==> src/rtl/rx_bd_walker.sv <==
module rx_bd_walker #(
  parameter int AW = 8,
  parameter logic [15:0] MAXLEN_RST = 16'd4
) (
  input  logic          clk,
  input  logic          rst_n,
  input  logic          reg_we,
  input  logic [1:0]    reg_sel,
  input  logic [15:0]   reg_wdata,
  input  logic          in_valid,
  input  logic [7:0]    in_data,
  input  logic          in_eof,
  input  logic          in_err,
  output logic          in_ready,
  output logic [AW-1:0] bd_raddr,
  input  logic [31:0]   bd_rdata,
  output logic          mem_we,
  output logic          mem_wbyte,
  output logic [AW-1:0] mem_addr,
  output logic [31:0]   mem_wdata,
  output logic          busy,
  output logic [AW-1:0] cur_bd
);
  localparam logic [AW-1:0] BD_STEP  = AW'(8);
  localparam logic [AW-1:0] ADDR_OFS = AW'(4);

  typedef enum logic [2:0] {S_IDLE, S_HEAD, S_ADDR, S_OPEN, S_CLOSE} st_t;
  st_t st;

  logic [AW-1:0] base, bdp, buf_ptr;
  logic [15:0]   maxlen, cnt, olen;
  logic          en, narrow, wrap_l, last_l, err_l;
  logic          buf_open, bd_empty, take, ml_ok, ptr_ok, closing;
  logic          unused_bits;

  assign buf_open  = st == S_OPEN;
  assign closing   = st == S_CLOSE;
  assign bd_empty  = bd_rdata[31];
  assign busy      = st == S_HEAD && en && !bd_empty;
  assign in_ready  = buf_open;
  assign take      = buf_open && in_valid;
  assign ml_ok     = reg_wdata != 16'd0 && (narrow || reg_wdata[1:0] == 2'b00);
  assign ptr_ok    = st == S_IDLE || busy;
  assign cur_bd    = bdp;
  assign bd_raddr  = (st == S_ADDR) ? bdp + ADDR_OFS : bdp;
  assign mem_we    = (take && !in_err) || closing;
  assign mem_wbyte = !closing;
  assign mem_addr  = closing ? bdp : buf_ptr;
  assign mem_wdata = closing ? {1'b0, wrap_l, last_l, err_l, 12'd0, olen - cnt}
                             : {24'd0, in_data};
  assign unused_bits = ^bd_rdata[29:AW];

  always_ff @(posedge clk) begin
    if (!rst_n) begin
      st      <= S_IDLE;
      base    <= '0;
      bdp     <= '0;
      buf_ptr <= '0;
      maxlen  <= MAXLEN_RST;
      cnt     <= '0;
      olen    <= '0;
      en      <= 1'b0;
      narrow  <= 1'b0;
      wrap_l  <= 1'b0;
      last_l  <= 1'b0;
      err_l   <= 1'b0;
    end else begin
      if (reg_we) begin
        case (reg_sel)
          2'd0:    base <= reg_wdata[AW-1:0];
          2'd1:    if (ml_ok) maxlen <= reg_wdata;
          2'd2:    {narrow, en} <= reg_wdata[1:0];
          default: if (ptr_ok) bdp <= reg_wdata[AW-1:0];
        endcase
      end
      unique case (st)
        S_IDLE: if (en) st <= S_HEAD;
        S_HEAD: begin
          if (!en) st <= S_IDLE;
          else if (bd_empty) begin
            wrap_l <= bd_rdata[30];
            st     <= S_ADDR;
          end
        end
        S_ADDR: begin
          buf_ptr <= bd_rdata[AW-1:0];
          cnt     <= maxlen;
          olen    <= maxlen;
          last_l  <= 1'b0;
          err_l   <= 1'b0;
          st      <= S_OPEN;
        end
        S_OPEN: begin
          if (in_valid) begin
            if (in_err) begin
              err_l <= 1'b1;
              st    <= S_CLOSE;
            end else begin
              buf_ptr <= buf_ptr + 1'b1;
              cnt     <= cnt - 16'd1;
              if (in_eof) begin
                last_l <= 1'b1;
                st     <= S_CLOSE;
              end else if (cnt == 16'd1) begin
                st <= S_CLOSE;
              end
            end
          end
        end
        S_CLOSE: begin
          bdp <= wrap_l ? base : bdp + BD_STEP;
          st  <= en ? S_HEAD : S_IDLE;
        end
        default: st <= S_IDLE;
      endcase
    end
  end
endmodule


==> config.mk <==
export PLATFORM = sky130hd
export DESIGN_NAME = rx_bd_walker
export DESIGN_NICKNAME = d
export VERILOG_FILES = /design/src/rtl/rx_bd_walker.sv
export SDC_FILE = /design/constraint.sdc
export NUM_CORES = 1
export LEC_CHECK = 0
export ABC_CLOCK_PERIOD_IN_PS = 2300
export BUFFER_PORTS_ARGS = -buffer_cell sky130_fd_sc_hd__buf_4
export CAP_MARGIN = 10
export CORE_UTILIZATION = 49
export DETAILED_ROUTE_END_ITERATION = 7
export GPL_TIMING_DRIVEN = 0
export PLACE_DENSITY_LB_ADDON = 0.05
export SKIP_CTS_REPAIR_TIMING = 1
export SYNTH_ARGS = -nofsm -noshare
export SYNTH_HDL_FRONTEND = slang
export SYNTH_SLANG_ARGS = --single-unit
==> constraint.sdc <==
create_clock -name clk -period 2.3 [get_ports clk]
set_input_delay 0.575 -clock clk [delete_from_list [all_inputs] [get_ports clk]]
set_output_delay 0.575 -clock clk [all_outputs]
set_load 0.03 [all_outputs]
# Word level (Yosys, flattened, before mapping)
# Cells that the tools add are included.
# op_classes
n_addsub,5
n_eq_ne,15
n_mux,30
n_reduce_logical,28
# op_table
operator,n
8-bit two-way mux,9
16-bit two-way mux,2
16-bit one-hot mux with 2 select lines,1
31-bit two-way mux,1
3-bit two-way mux,7
"16-bit by 1-bit equality test with 1-bit output, second input constant",1
8-bit one-hot mux with 2 select lines,1
16-bit nonzero test,1
"16-bit by 1-bit subtractor with 16-bit output, second input constant",1
16-bit subtractor,1
3-bit one-hot mux with 5 select lines,1
3-bit AND reduction,5
"2-bit inequality test, second input constant",5
"8-bit by 1-bit adder with 8-bit output, second input constant",1
"8-bit by 3-bit adder with 8-bit output, second input constant",1
"8-bit by 4-bit adder with 8-bit output, second input constant",1
4-bit AND reduction,2
"3-bit by 2-bit equality test with 1-bit output, second input constant",2
1-bit two-way mux,6
2-bit nonzero test,3
1-bit logical AND,5
2-bit zero test,2
"4-bit by 3-bit inequality test with 1-bit output, second input constant",1
1-bit one-hot mux with 2 select lines,2
other kinds (11),16
# word_totals
ff_bits,80
input_bits,64
out_inout_bits,60
elab_cells,90

# Depth between registers and ports, before layout
# logic_depth
word_depth,8
ltp_mapped,9

# Least setup slack after synthesis
# No wires, ideal clock.
# synth_timing
path_type,flip-flop to output port
start,register cnt[2]
end,output port mem_wdata[10]
arrival_ps,2288
slack_ps,-563
stages_incl_launch_ff,7
n_path_buf,0
cell_sequence,dfxtp_1 -> inv_1 -> ha_1 -> nor2b_1 -> o211a_1 -> o31a_1 -> a221oi_1
# synth_between
elab_chain_cells,2
# synth_lines
element,line,source
start: declaration,31,"logic [15:0] maxlen, cnt, olen;"
start signal: assignment,87,cnt <= maxlen;
start signal: assignment,100,cnt <= cnt - 16'd1;
16-bit subtractor,49,"assign mem_wdata = closing ? {1'b0, wrap_l, last_l, err_l, 12'd0, olen - cnt}"
31-bit two-way mux,49,
end: declaration,20,"output logic [31:0] mem_wdata,"
# No other way between the ends.

# Worst setup path after layout
# layout_timing
start,register cnt[0]
end,output port mem_wdata[12]
# Same word-level chain as after synthesis.

==> out/results.ini <==
[min_path]
worst_hold_path.endpoint=wrap_l$_SDFFE_PN0P_
hold_depth=3
hp-class=input port to flop
hold_start=bd_rdata[30]

[die]
die_height_um=105
rows=37
fp.dieArea_um2=11000
coreArea_um2=10300
io_pins=124
die_w_um=105
start_util=0.503

[synthesis]
synth_area_um2=5170
ys_types=68
yosysWarnings=0
dominantRegCellSynth=dfxtp_1
yosys.area_share.simple=0.250
yosys.area_share.adder=0.0523
synth_seq_cells=80
syn_inst=683
synthMuxAreaShare=0.0719
async_flop_share=0
syn_area_per_cell_um2=7.57
synth-compound-area-share=0.217
synth_top_family_by_area=simple AND/OR/NAND/NOR gates
synth_xor_area_frac=0.0237
synth_edf_count=0
ys_seq_area_frac=0.310

[routing]
drt_iter0_drc=420
post_drt_via_cell_ratio=5.79
routed_wirelength_um=17900
via_count=5677
avgRoutedWirePerCell_um=18.2
postRouteAntennaNets=0
drtPass1Iterations=5
drcViolationCount=0

[job]
maxCapViolCount=0

[critical_path]
path_class=flop to primary output
crit_path_end_kind=primary output
crit_path_start_kind=flop
r2r_slack_ns=0.26
critPathRequiredTime_ns=1.73
r2r_end=cnt[11]$_SDFFE_PN0P_
cp_max_fo=4
worstReg2RegStart=cnt[0]$_SDFFE_PN0P_
ff2ff_path_depth=7
crit_arrival_ns=2.38

[sta]
setup_ws_ns=-0.657
fin_skew_ns=0.0135
period_minus_slack_ns=2.96
final_max_slew_viol_count=0
worst_slew_pin_slew_ns=0.769
hold_violations=0
fin_crit_sh=1.29
rsz0062_at_grt=true
slew_headroom=0.487
setup_viol=30
fmax_mhz=338

[pwr]
peakVddDrop_v=0.000626
powerDensity_nw_per_um2=832
p_leak_nw=3.32

[place]
io_buffers=88
dp_hpwl_um=12700
place.gp.congestion=0.899
dp_cells=919

[global_routing]
use_met3=0.0593
grt_pass1_vias=4982
met2_usage=0.505
grt_max_degree=15
grt.overflow.total=0
busiest_layer=met2
grt_usage=0.300
grt_pass1_wl_um=25600
use_met1=0.375
antenna_found_initial=0

[clock_network]
cts_root_buf=clkbuf_8
clock_sinks=80
clockBufferDepth=2
htreeDepth=3
numCtsBuffers=9
clock_latency_ns=0.37
cts_tree=built
clk_pin_slew_ns=0.09

[cells_and_area]
drive_gt1_frac=0.361
synthToLayoutAreaGrowth_pct=47.5
diodes=0
fin_cells=980
nets=924
finish.utilization=0.742

[outcome]
violations=negative setup slack
outcome=finished with violations

[logic make-up after synthesis]
| group | Yosys count |
|---|---|
| compound gates | 175 |
| mux | 37 |
| xor+xnor | 14 |
| fa+ha+maj | 21 |
| other cells | 1 |
| flops | 80 |
| buf+inv | 81 |
| simple gates | 274 |
[critical path: stages (launching register included)]
cell	delay, ns
dfxtp_4	0.40
ha_4	0.14
fa_2	0.23
nor2b_4	0.04
o211a_1	0.24
o31a_1	0.34
o21ai_2	0.22
mux2i_4	0.25
buf_6	0.15
[power by group]
group / switching [mW] / leakage [nW] / internal, mW
clock network: 0.560 / 0.123 / 0.756
registers: 0.174 / 0.660 / 1.52
logic: 1.83 / 2.53 / 1.51
[synth_stat cells (16+ instances only)]
| library cell | number | area share |
|---|---|---|
| nand2_1 | 109 | 0.079 |
| buf_4 | 16 | 0.023 |
| clkbuf_1 | 23 | 0.017 |
| mux2i_1 | 36 | 0.070 |
| nor2_1 | 68 | 0.049 |
| nor3_1 | 16 | 0.015 |
| ha_1 | 20 | 0.048 |
| o21ai_0 | 47 | 0.045 |
| inv_1 | 26 | 0.019 |
| dfxtp_1 | 80 | 0.31 |
| a21oi_1 | 54 | 0.052 |
| nand3_1 | 17 | 0.016 |
[layer usage]
metal,share of wire,vias to the layer above
met5,0,-
met4,0.018,0
met3,0.061,33
met2,0.49,229
met1,0.43,2710
li1,-,2705
[worst max-delay path by stage]
stage	start	to	slack, ns
floorplan	cnt[4]$_SDFFE_PN0P_	mem_wdata[15]	-0.26
global placement	st[2]$_SDFFE_PN0P_	mem_wdata[11]	-0.64
detailed placement	st[2]$_SDFFE_PN0P_	mem_wdata[11]	-0.71
CTS	st[2]$_SDFFE_PN0P_	mem_wdata[11]	-1.12
global route	cnt[0]$_SDFFE_PN0P_	mem_wdata[12]	-0.74
finish	cnt[0]$_SDFFE_PN0P_	mem_wdata[12]	-0.66
[placed cells by master (no fill, tap or decap), drive strengths merged, types with 6 or more instances in the layout]
cell / count
dfxtp: 80
nor3: 17
or3: 6
nand2: 109
nand4: 7
a21o: 10
nor4: 7
conb: 13
nor2b: 7
nand2b: 10
xor2: 6
a31oi: 10
nor2: 69
nand3: 17
xnor2: 8
buf: 166
inv: 27
mux2i: 36
clkbuf: 30
o21ai: 47
ha: 20
a21oi: 54
[layout make-up]
class / count / area, um2
multi-input cells: 534 / 3800
clock inverters: 6 / 115
flip-flops and latches: 80 / 1650
plain buffers: 50 / 397
repair buffers: 136 / 1240
fillers: 778 / 2650
inverters: 28 / 124
well taps: 136 / 170
clock buffers: 10 / 138
[sequential cells by signal (all words and copies together) (netlist names)]
register and cells:
cnt 16, maxlen 16, olen 16, base 8, buf_ptr 8, cur_bd 8
st 3, en 1, err_l 1, last_l 1, narrow 1, wrap_l 1
[per-stage QoR]
stage | power [mW] | setup WS [ns] | instance area (um2) | hold slack (ns) | setup TNS, ns
2_1_floorplan | 3.65 | -0.256 | 5510 | 0.428 | -0.968
3_3_place_gp | 4.30 | -0.642 | 6340 | 0.443 | -14.94
3_5_place_dp | 4.34 | -0.705 | 6340 | 0.455 | -16.42
4_1_cts | 5.64 | -1.12 | 6590 | 0.427 | -30.68
5_1_grt | 6.64 | -0.737 | 7630 | 0.455 | -11.31
6_report | 6.35 | -0.657 | 7630 | 0.433 | -9.74
(Power assumes the default switching activity.)
